$ cat src/rtl/cal_pkg.sv
package cal_pkg;

    localparam int A_SEC  = 2;
    localparam int A_MIN  = 3;
    localparam int A_HOUR = 4;
    localparam int A_DAY  = 5;
    localparam int A_WDAY = 6;
    localparam int A_MON  = 7;
    localparam int A_YEAR = 8;

    typedef struct packed {
        logic       vl;
        logic [6:0] sec;
        logic [6:0] min;
        logic [5:0] hour;
        logic [5:0] day;
        logic [2:0] wday;
        logic       cent;
        logic [4:0] mon;
        logic [7:0] year;
    } cal_time_t;

endpackage

$ cat src/rtl/cal_bcd_field.sv
module cal_bcd_field #(
    parameter int          W   = 7,
    parameter logic [W-1:0] BOT = '0
) (
    input  logic         en,
    input  logic [W-1:0] val,
    input  logic [W-1:0] top,
    output logic [W-1:0] nxt,
    output logic         wrap
);
    localparam int TW = W - 4;

    always_comb begin
        wrap = en && (val >= top);
        if (!en) begin
            nxt = val;
        end else if (val >= top) begin
            nxt = BOT;
        end else if (val[3:0] >= 4'd9) begin
            nxt = {val[W-1:4] + TW'(1), 4'h0};
        end else begin
            nxt = val + W'(1);
        end
    end
endmodule

$ cat src/rtl/cal_month_len.sv
module cal_month_len (
    input  logic [4:0] mon,
    input  logic [4:0] year_lo,
    output logic [5:0] len
);
    logic [3:0] mod_sum;
    logic       leap;

    always_comb begin
        // ten's digit contributes 10*t = 2*t (mod 4)
        mod_sum = year_lo[3:0] + {2'b00, year_lo[4], 1'b0};
        leap    = (mod_sum[1:0] == 2'b00);
        case (mon)
            5'h02:                      len = leap ? 6'h29 : 6'h28;
            5'h04, 5'h06, 5'h09, 5'h11: len = 6'h30;
            default:                    len = 6'h31;
        endcase
    end
endmodule

$ cat src/rtl/bcd_calendar.sv
module bcd_calendar
    import cal_pkg::*;
#(
    parameter int ADDR_W = 4
) (
    input  logic              clk,
    input  logic              rst_n,
    input  logic              tick_1hz,
    input  logic              access_active,
    input  logic              vlow,
    input  logic              ptr_load,
    input  logic [ADDR_W-1:0] ptr_addr,
    input  logic              wr_en,
    input  logic              rd_en,
    input  logic [7:0]        wdata,
    output logic [7:0]        rdata
);
    typedef struct packed {
        cal_time_t         t;
        logic              pend;
        logic [ADDR_W-1:0] ptr;
    } state_t;

    state_t st_q, st_d;

    logic       adv;
    logic [6:0] n_sec, n_min;
    logic [5:0] n_hour, n_day, mlen;
    logic [4:0] n_mon;
    logic [7:0] n_year;
    logic       c_sec, c_min, c_hour, c_day, c_mon, c_year;
    logic       wsel;

    assign adv  = !access_active && (tick_1hz || st_q.pend);
    assign wsel = wr_en && !ptr_load;

    cal_bcd_field #(.W(7), .BOT(7'h00)) u_sec (
        .en(adv), .val(st_q.t.sec), .top(7'h59), .nxt(n_sec), .wrap(c_sec));
    cal_bcd_field #(.W(7), .BOT(7'h00)) u_min (
        .en(c_sec), .val(st_q.t.min), .top(7'h59), .nxt(n_min), .wrap(c_min));
    cal_bcd_field #(.W(6), .BOT(6'h00)) u_hour (
        .en(c_min), .val(st_q.t.hour), .top(6'h23), .nxt(n_hour), .wrap(c_hour));
    cal_month_len u_len (
        .mon(st_q.t.mon), .year_lo(st_q.t.year[4:0]), .len(mlen));
    cal_bcd_field #(.W(6), .BOT(6'h01)) u_day (
        .en(c_hour), .val(st_q.t.day), .top(mlen), .nxt(n_day), .wrap(c_day));
    cal_bcd_field #(.W(5), .BOT(5'h01)) u_mon (
        .en(c_day), .val(st_q.t.mon), .top(5'h12), .nxt(n_mon), .wrap(c_mon));
    cal_bcd_field #(.W(8), .BOT(8'h00)) u_year (
        .en(c_mon), .val(st_q.t.year), .top(8'h99), .nxt(n_year), .wrap(c_year));

    always_comb begin
        st_d = st_q;

        // counter advance
        st_d.t.sec  = n_sec;
        st_d.t.min  = n_min;
        st_d.t.hour = n_hour;
        st_d.t.day  = n_day;
        st_d.t.mon  = n_mon;
        st_d.t.year = n_year;
        st_d.t.cent = st_q.t.cent ^ c_year;
        if (c_hour) begin
            st_d.t.wday = (st_q.t.wday >= 3'd6) ? 3'd0 : st_q.t.wday + 3'd1;
        end

        // held tick: one slot, kept when a fresh tick meets the release
        if (access_active) begin
            st_d.pend = st_q.pend | tick_1hz;
        end else begin
            st_d.pend = st_q.pend & tick_1hz;
        end

        // host writes override the advance
        if (wsel) begin
            case (st_q.ptr)
                ADDR_W'(A_SEC):  begin st_d.t.sec = wdata[6:0]; st_d.t.vl = wdata[7]; end
                ADDR_W'(A_MIN):  st_d.t.min  = wdata[6:0];
                ADDR_W'(A_HOUR): st_d.t.hour = wdata[5:0];
                ADDR_W'(A_DAY):  st_d.t.day  = wdata[5:0];
                ADDR_W'(A_WDAY): st_d.t.wday = wdata[2:0];
                ADDR_W'(A_MON):  begin st_d.t.mon = wdata[4:0]; st_d.t.cent = wdata[7]; end
                ADDR_W'(A_YEAR): st_d.t.year = wdata;
                default: ;
            endcase
        end

        if (vlow) begin
            st_d.t.vl = 1'b1;
        end

        if (ptr_load) begin
            st_d.ptr = ptr_addr;
        end else if (wr_en || rd_en) begin
            st_d.ptr = st_q.ptr + ADDR_W'(1);
        end
    end

    always_ff @(posedge clk) begin
        if (!rst_n) begin
            st_q.t    <= '{vl: 1'b1, sec: 7'h00, min: 7'h00, hour: 6'h00, day: 6'h01,
                           wday: 3'd0, cent: 1'b0, mon: 5'h01, year: 8'h00};
            st_q.pend <= 1'b0;
            st_q.ptr  <= '0;
        end else begin
            st_q <= st_d;
        end
    end

    always_comb begin
        case (st_q.ptr)
            ADDR_W'(A_SEC):  rdata = {st_q.t.vl, st_q.t.sec};
            ADDR_W'(A_MIN):  rdata = {1'b0, st_q.t.min};
            ADDR_W'(A_HOUR): rdata = {2'b00, st_q.t.hour};
            ADDR_W'(A_DAY):  rdata = {2'b00, st_q.t.day};
            ADDR_W'(A_WDAY): rdata = {5'b00000, st_q.t.wday};
            ADDR_W'(A_MON):  rdata = {st_q.t.cent, 2'b00, st_q.t.mon};
            ADDR_W'(A_YEAR): rdata = st_q.t.year;
            default:         rdata = 8'h00;
        endcase
    end

    // frozen window keeps every time field unless the host writes
    p_freeze_r6: assert property (@(posedge clk) disable iff (!rst_n)
        (access_active && !wr_en) |=>
        $stable({st_q.t.sec, st_q.t.min, st_q.t.hour, st_q.t.day,
                 st_q.t.wday, st_q.t.cent, st_q.t.mon, st_q.t.year}));

    // a valid seconds value stays in range across an advance
    p_sec_range_r1: assert property (@(posedge clk) disable iff (!rst_n)
        (adv && !wr_en && st_q.t.sec <= 7'h59) |=> (st_q.t.sec <= 7'h59));

    // a held tick survives further ticks inside the window
    p_pend_keep_r7: assert property (@(posedge clk) disable iff (!rst_n)
        (st_q.pend && access_active) |=> st_q.pend);

    // supply-low always leaves the flag set
    p_vl_set_r8: assert property (@(posedge clk) disable iff (!rst_n)
        vlow |=> st_q.t.vl);

    // a strobe without a load steps the pointer by one
    p_ptr_step_r10: assert property (@(posedge clk) disable iff (!rst_n)
        (!ptr_load && (wr_en || rd_en)) |=> (st_q.ptr == ADDR_W'($past(st_q.ptr) + 1)));
endmodule

$ cat config.mk
export PLATFORM = sky130hd
export DESIGN_NAME = bcd_calendar
export DESIGN_NICKNAME = d
export VERILOG_FILES = /design/src/rtl/cal_pkg.sv /design/src/rtl/cal_bcd_field.sv /design/src/rtl/cal_month_len.sv /design/src/rtl/bcd_calendar.sv
export SDC_FILE = /design/constraint.sdc
export NUM_CORES = 1
export LEC_CHECK = 0
export ABC_AREA = 1
export BUFFER_PORTS_ARGS = -buffer_cell sky130_fd_sc_hd__buf_2
export CAP_MARGIN = 20
export CELL_PAD_IN_SITES_DETAIL_PLACEMENT = 2
export CELL_PAD_IN_SITES_GLOBAL_PLACEMENT = 2
export CORE_MARGIN = 4
export CORE_UTILIZATION = 31
export CTS_CLUSTER_DIAMETER = 60
export DETAILED_ROUTE_END_ITERATION = 12
export PLACE_DENSITY_LB_ADDON = 0.1
export SLEW_MARGIN = 5
export SYNTH_ARGS = -nofsm -noshare
export SYNTH_HDL_FRONTEND = slang
export SYNTH_HIERARCHICAL = 1
export SYNTH_SLANG_ARGS = --single-unit
$ cat constraint.sdc
create_clock -name clk -period 3.6 [get_ports clk]
set_clock_uncertainty 0.05 [all_clocks]
set_input_delay 0.36 -clock clk [delete_from_list [all_inputs] [get_ports clk]]
set_output_delay 0.36 -clock clk [all_outputs]
set_load 0.005 [all_outputs]
-- After elaboration in Yosys (flattened, before gate mapping)
Index checks and enable logic that the tools add are counted.
- flip-flop bits (word level): 49
- input bits: 20
- output and inout bits: 8
- word-level logic and storage cells: 106
- add/sub/neg operators: 15
- magnitude comparators: 13
- equality and inequality tests: 12
- multiplexer cells: 34
- bitwise logic cells: 4
- reduce and logical (&&, ||, !) cells: 17
- operators with widths (kind ; number):
    7-bit two-way mux ; 8
    8-bit case mux with 7 select lines ; 1
    6-bit two-way mux ; 9
    43-bit two-way mux ; 1
    8-bit two-way mux ; 4
    4-bit greater-or-equal comparator, second input constant ; 6
    4-bit by 3-bit equality test with 1-bit output, second input constant ; 4
    5-bit two-way mux ; 3
    7-bit by 1-bit adder with 7-bit output, second input constant ; 2
    7-bit greater-or-equal comparator, second input constant ; 2
    6-bit by 1-bit adder with 6-bit output, second input constant ; 2
    6-bit case mux with 2 select lines ; 1
    5-bit by 3-bit equality test with 1-bit output, second input constant ; 2
    3-bit by 1-bit adder with 3-bit output, second input constant ; 3
    3-bit two-way mux ; 3
    4-bit by 1-bit adder with 4-bit output, second input constant ; 2
    8-bit by 1-bit adder with 8-bit output, second input constant ; 1
    4-bit by 2-bit equality test with 1-bit output, second input constant ; 2
    8-bit greater-or-equal comparator, second input constant ; 1
    1-bit logical AND ; 8
    4-bit two-way mux ; 2
    6-bit greater-or-equal comparator ; 1
    6-bit greater-or-equal comparator, second input constant ; 1
    5-bit by 1-bit adder with 5-bit output, second input constant ; 1
    21 further kinds ; 25

-- Logic depth before layout (Yosys ltp)
- depth in word-level cells: 11
- gate-level depth with buffers: 28
- gate-level depth less buffers: 26

-- By module
Netlist, hierarchy kept.
- modules (own cells, without submodules) (module ; times used ; cells an instance ; area each (µm²) ; seq. area each (µm²)):
    bcd_calendar ; 1 ; 349 ; 2372.3 ; 980.9
    cal_bcd_field (u_min ...) ; 2 ; 96 ; 546.8 ; 0.0
    cal_bcd_field (u_year) ; 1 ; 98 ; 554.3 ; 0.0
    cal_bcd_field (u_day) ; 1 ; 71 ; 432.9 ; 0.0
    cal_bcd_field (u_hour) ; 1 ; 68 ; 390.4 ; 0.0
    cal_bcd_field (u_mon) ; 1 ; 64 ; 339.1 ; 0.0
    cal_month_len ; 1 ; 27 ; 125.1 ; 0.0

-- Least setup slack after synthesis
Ideal clock, no wire load.
- path type: register to register
- start: reg st_q[41] (netlist name)
- end: reg st_q[11] (netlist name)
- setup time: 0.116 ns
- arrival: 3.298 ns
- required time: 3.434 ns
- setup slack: 0.137 ns
- stages on the path, launching flop included: 29
- path buffers: 3
- period minus slack after synthesis: 3.463 ns
- cell sequence: dfxtp_1 > inv_1 > ha_1 > inv_1 > nand2_1 > nand2_1 > nand2_1 > nand2_1 > a21oi_2 > buf_4 > inv_1 > a21oi_2 > buf_4 > nand2_2 > inv_2 > buf_6 > nand2_4 > inv_2 > inv_1 > nor2_1 > inv_2 > nor2_4 > nand2_1 > nand2_1 > nand2_1 > nand2_1 > inv_1 > o21ai_0 > nor2_1
- word-level cells in the longest chain between the ends: 9
- ends and longest elaborated chain (what ; line ; source):
    start: declaration ; bcd_calendar.sv:24 ; state_t st_q, st_d;
    start signal: assignment ; bcd_calendar.sv:106 ; st_q <= st_d;
    7-bit greater-or-equal comparator * ; cal_bcd_field.sv:14 ; wrap = en && (val >= top);
    1-bit logical AND * ; cal_bcd_field.sv:14 ;
    net c_sec ; bcd_calendar.sv:31 ; logic c_sec, c_min, c_hour, c_day, c_mon, c_year;
    1-bit logical AND * ; cal_bcd_field.sv:14 ;
    net c_min ; bcd_calendar.sv:31 ;
    1-bit logical AND * ; cal_bcd_field.sv:14 ;
    net c_hour ; bcd_calendar.sv:31 ;
    1-bit logical AND * ; cal_bcd_field.sv:14 ;
    net c_day ; bcd_calendar.sv:31 ;
    1-bit logical AND * ; cal_bcd_field.sv:14 ;
    net c_mon ; bcd_calendar.sv:31 ;
    8-bit two-way mux * ; cal_bcd_field.sv:15 ; if (!en) begin
    net n_year[6] ; bcd_calendar.sv:30 ; logic [7:0] n_year;
    8-bit two-way mux ; bcd_calendar.sv:76 ; case (st_q.ptr)
    43-bit two-way mux * ; bcd_calendar.sv:75 ; if (wsel) begin
The timed path passes the listed nets; every way through them passes the cells marked *.
A chain may end at the register's enable or synchronous reset.

-- Worst setup path after layout
- start: reg st_q[41] (netlist name)
- end: reg st_q[12] (netlist name)
Same word-level chain as after synthesis.

==> run_results.csv <==
group,metric,value,unit
run_status,status,"completed",
final_layout,multi_input_area,3760,um^2
clock_tree,clk_latency,300,ps
critical_path,r2r_slack,340,ps
global_routing,grt_pass1_vias,6035,
final_layout,largest_reg_flops,49,
floorplanning,coreArea,16700,um^2
critical_path,rr_startpoint,"st_q[41]",
place,port_buffers,27,
final_layout,reg_top3,"st_q: 49 flops",
floorplanning,start_util,0.318,
floorplanning,dieArea,19300,um^2
power,irDropWorstVdd,0.202,mV
clock_tree,h-tree-depth,2,
yosys,syn_inst,869,
sta,final.min_clock_period,3260,ps
sta,finalSetupViolations,0,
final_layout,utilization,0.359,
final_layout,largest-register,"st_q",
job,max-cap-violations,0,
yosys,async_flop_share,0,
sta,rsz0062_at_grt,"no",
floorplanning,die_width,139,um
routing,drt-total-wl,18.3,mm
floorplanning,num_rows,47,
yosys,synth_area_leaders,"dfxtp_1, nand2_1, ha_1, inv_1, nor2_1",
routing,drtAntennaViolNets,0,
yosys,synthTopCellsByCount,"nand2_1, inv_1, nor2_1",
routing,dr.pass1.iters,4,
worst_hold_path,hold_start,"vlow",
critical_path,criticalPathCategory,"flip-flop to flip-flop",
clock_tree,cts_tree,"built",
floorplanning,io_pins,28,
sta,max_freq,307,MHz
critical_path,start_kind,"flip-flop",
yosys,ys.flop_type,"dfxtp_1",
final_layout,syn2layout_area_growth,13.1,%
yosys,synth_top_area_frac,0.185,
sta,slew_headroom,0.493,
global_routing,track_usage,0.192,
final_layout,fin_nets,1017,
yosys,ys_ff_latch,49,
final_layout,final.fill_count,2157,
floorplanning,dieHeight,139,um
power,power.static_leakage,3.29,nW
global_routing,grt_max_degree,24,
power,power_density,237,nW/um^2
clock_tree,cts_buffers,5,
yosys,syn_avg_cell_area,6.11,um^2
yosys,yosysMostFrequentCell,"nand2_1",
clock_tree,clockBufferDepth,2,
final_layout,diodes,0,
critical_path,cp.arrival,3440,ps
yosys,synth_area,5310,um^2
yosys,synth_edf_count,0,
final_layout,ff_latch_area,982,um^2
clock_tree,cts.repair.resized,0,
clock_tree,clkSlewWorstSetupHoldPaths,70,ps
global_routing,grt_overflow,0,
sta,drv_slew,0,
clock_tree,cts_setup_buffers,0,
critical_path,cp.required,3780,ps
sta,min_period_over_period,0.905,
routing,num_vias,5490,
critical_path,crit_start,"st_q[41]",
yosys,synth_area_leader_cell,"dfxtp_1",
sta,tightestPinTransition,757,ps
critical_path,cp-end-kind,"flip-flop",
global_routing,antenna_found_initial,0,
final_layout,drive_above_1_share,0.132,
yosys,synth.distinct_cells,41,
sta,finalHoldViolCount,0,
clock_tree,clock-sinks,49,
global_routing,grt_pass1_wl,30.8,mm
clock_tree,clock-root-buffer,"clkbuf_16",
place,place_congestion,0.797,
yosys,ys_seq_area_frac,0.185,
critical_path,worstPathMaxFanout,6,
worst_hold_path,hold_path_class,"primary input to flip-flop",
place,hpwl,15.2,mm
sta,setup-tns-final,0,ps
yosys,synth_warnings,6,
routing,wl_per_cell,15.8,um
routing,drcViolationCount,0,
routing,drt-initial-drc-count,157,
clock_tree,hold_buffers,0,
routing,viasPerCell,4.76,
-- cell families after synthesis --
family                     count (synthesis)  synth area share
AOI/OAI and AO/OA                        110             0.121
xor gates and xnor gates                  10            0.0165
adders and majority gates                 65             0.153
buffers and inverters                    171             0.131
DFF                                       49             0.185
other                                      4           0.00283
and+or+nand+nor                          460             0.391
-- layer usage --
metal / vias to the layer above / track usage / wire, um / part of all wire
met5: - / 0 / 0 / 0
met4: 0 / 0.0345 / 187 / 0.010
met3: 9 / 0.0131 / 251 / 0.014
met2: 27 / 0.365 / 9680 / 0.53
met1: 2677 / 0.238 / 8150 / 0.45
li1: 2777 / - / - / -
-- layout by cell type, fill, tap and decap left out, types with 2 or more instances in the layout --
cell type / n
ha_1: 65
a21oi_4: 2
nand4_1: 9
o21bai_2: 2
nand2_1: 229
a21oi_2: 10
conb_1: 36
o211ai_1: 3
nand3_2: 3
nor2_4: 4
o22ai_1: 2
o21ai_0: 57
xnor2_1: 2
a21boi_0: 2
dfxtp_1: 48
a21oi_1: 21
o21bai_1: 2
nor2_2: 13
clkinv_2: 2
clkbuf_16: 5
nor2_1: 131
nor2_8: 3
buf_2: 27
nand3_4: 2
nand3_1: 41
xor2_1: 8
inv_2: 11
inv_1: 143
nand2_2: 13
nand2_4: 8
o21ai_1: 6
buf_4: 11
-- power by group --
| part | switching, W | internal, W | leakage, nW | total, W |
|---|---|---|---|---|
| Combinational | 0.000176 | 0.0000869 | 2.80 | 0.000262 |
| Sequential | 0.0000261 | 0.000557 | 0.397 | 0.000583 |
| Clock | 0.000227 | 0.000348 | 0.0841 | 0.000575 |
-- critical path, stage by stage (launching register included) --
cell and delay (ps):
dfxtp_2 390, inv_1 120, ha_1 290, inv_1 40, nand2_1 60, nand2_1 50
nand2_1 80, nand2_1 80, a21oi_2 210, inv_2 100, a21oi_4 160, nand2_2 90
inv_2 80, nand2_4 60, inv_2 110, inv_1 100, nor2_1 120, buf_4 160
nand2_1 60, nor2_1 140, nand3_1 90, nand2_1 80, nand2_1 50, a21oi_1 120
o21ai_0 120, a21oi_1 150
-- final timing paths --
path / to / cells after the start
setup / recovery: st_q[12] / 25
hold / removal: st_q[48] / 3
setup reg to reg: st_q[12] / 25
hold reg to reg: st_q[48] / 2
-- stage by stage --
stage | hold WS [ps] | total power (W) | setup slack [ps] | cells | cell area (um^2)
after floorplan | 396 | 0.000767 | 137 | 901 | 5430
after global placement | 423 | 0.000842 | 423 | 1145 | 5820
after detailed placement | 427 | 0.000859 | 167 | 1145 | 5820
after CTS | 254 | 0.00143 | 129 | 1153 | 5990
after global routing | 282 | 0.00149 | 18.6 | 1153 | 6000
final | 245 | 0.00142 | 343 | 1153 | 6000
-- final cells by class --
class,instances,area share
clock buffer,7,0.0238
clock inverter,1,0.00500
inverter,157,0.0990
multi-input combinational,681,0.627
timing repair buffer,38,0.0363
sequential,49,0.164
tap,220,0.0459
No activity file was read; power rests on OpenSTA's default activity.
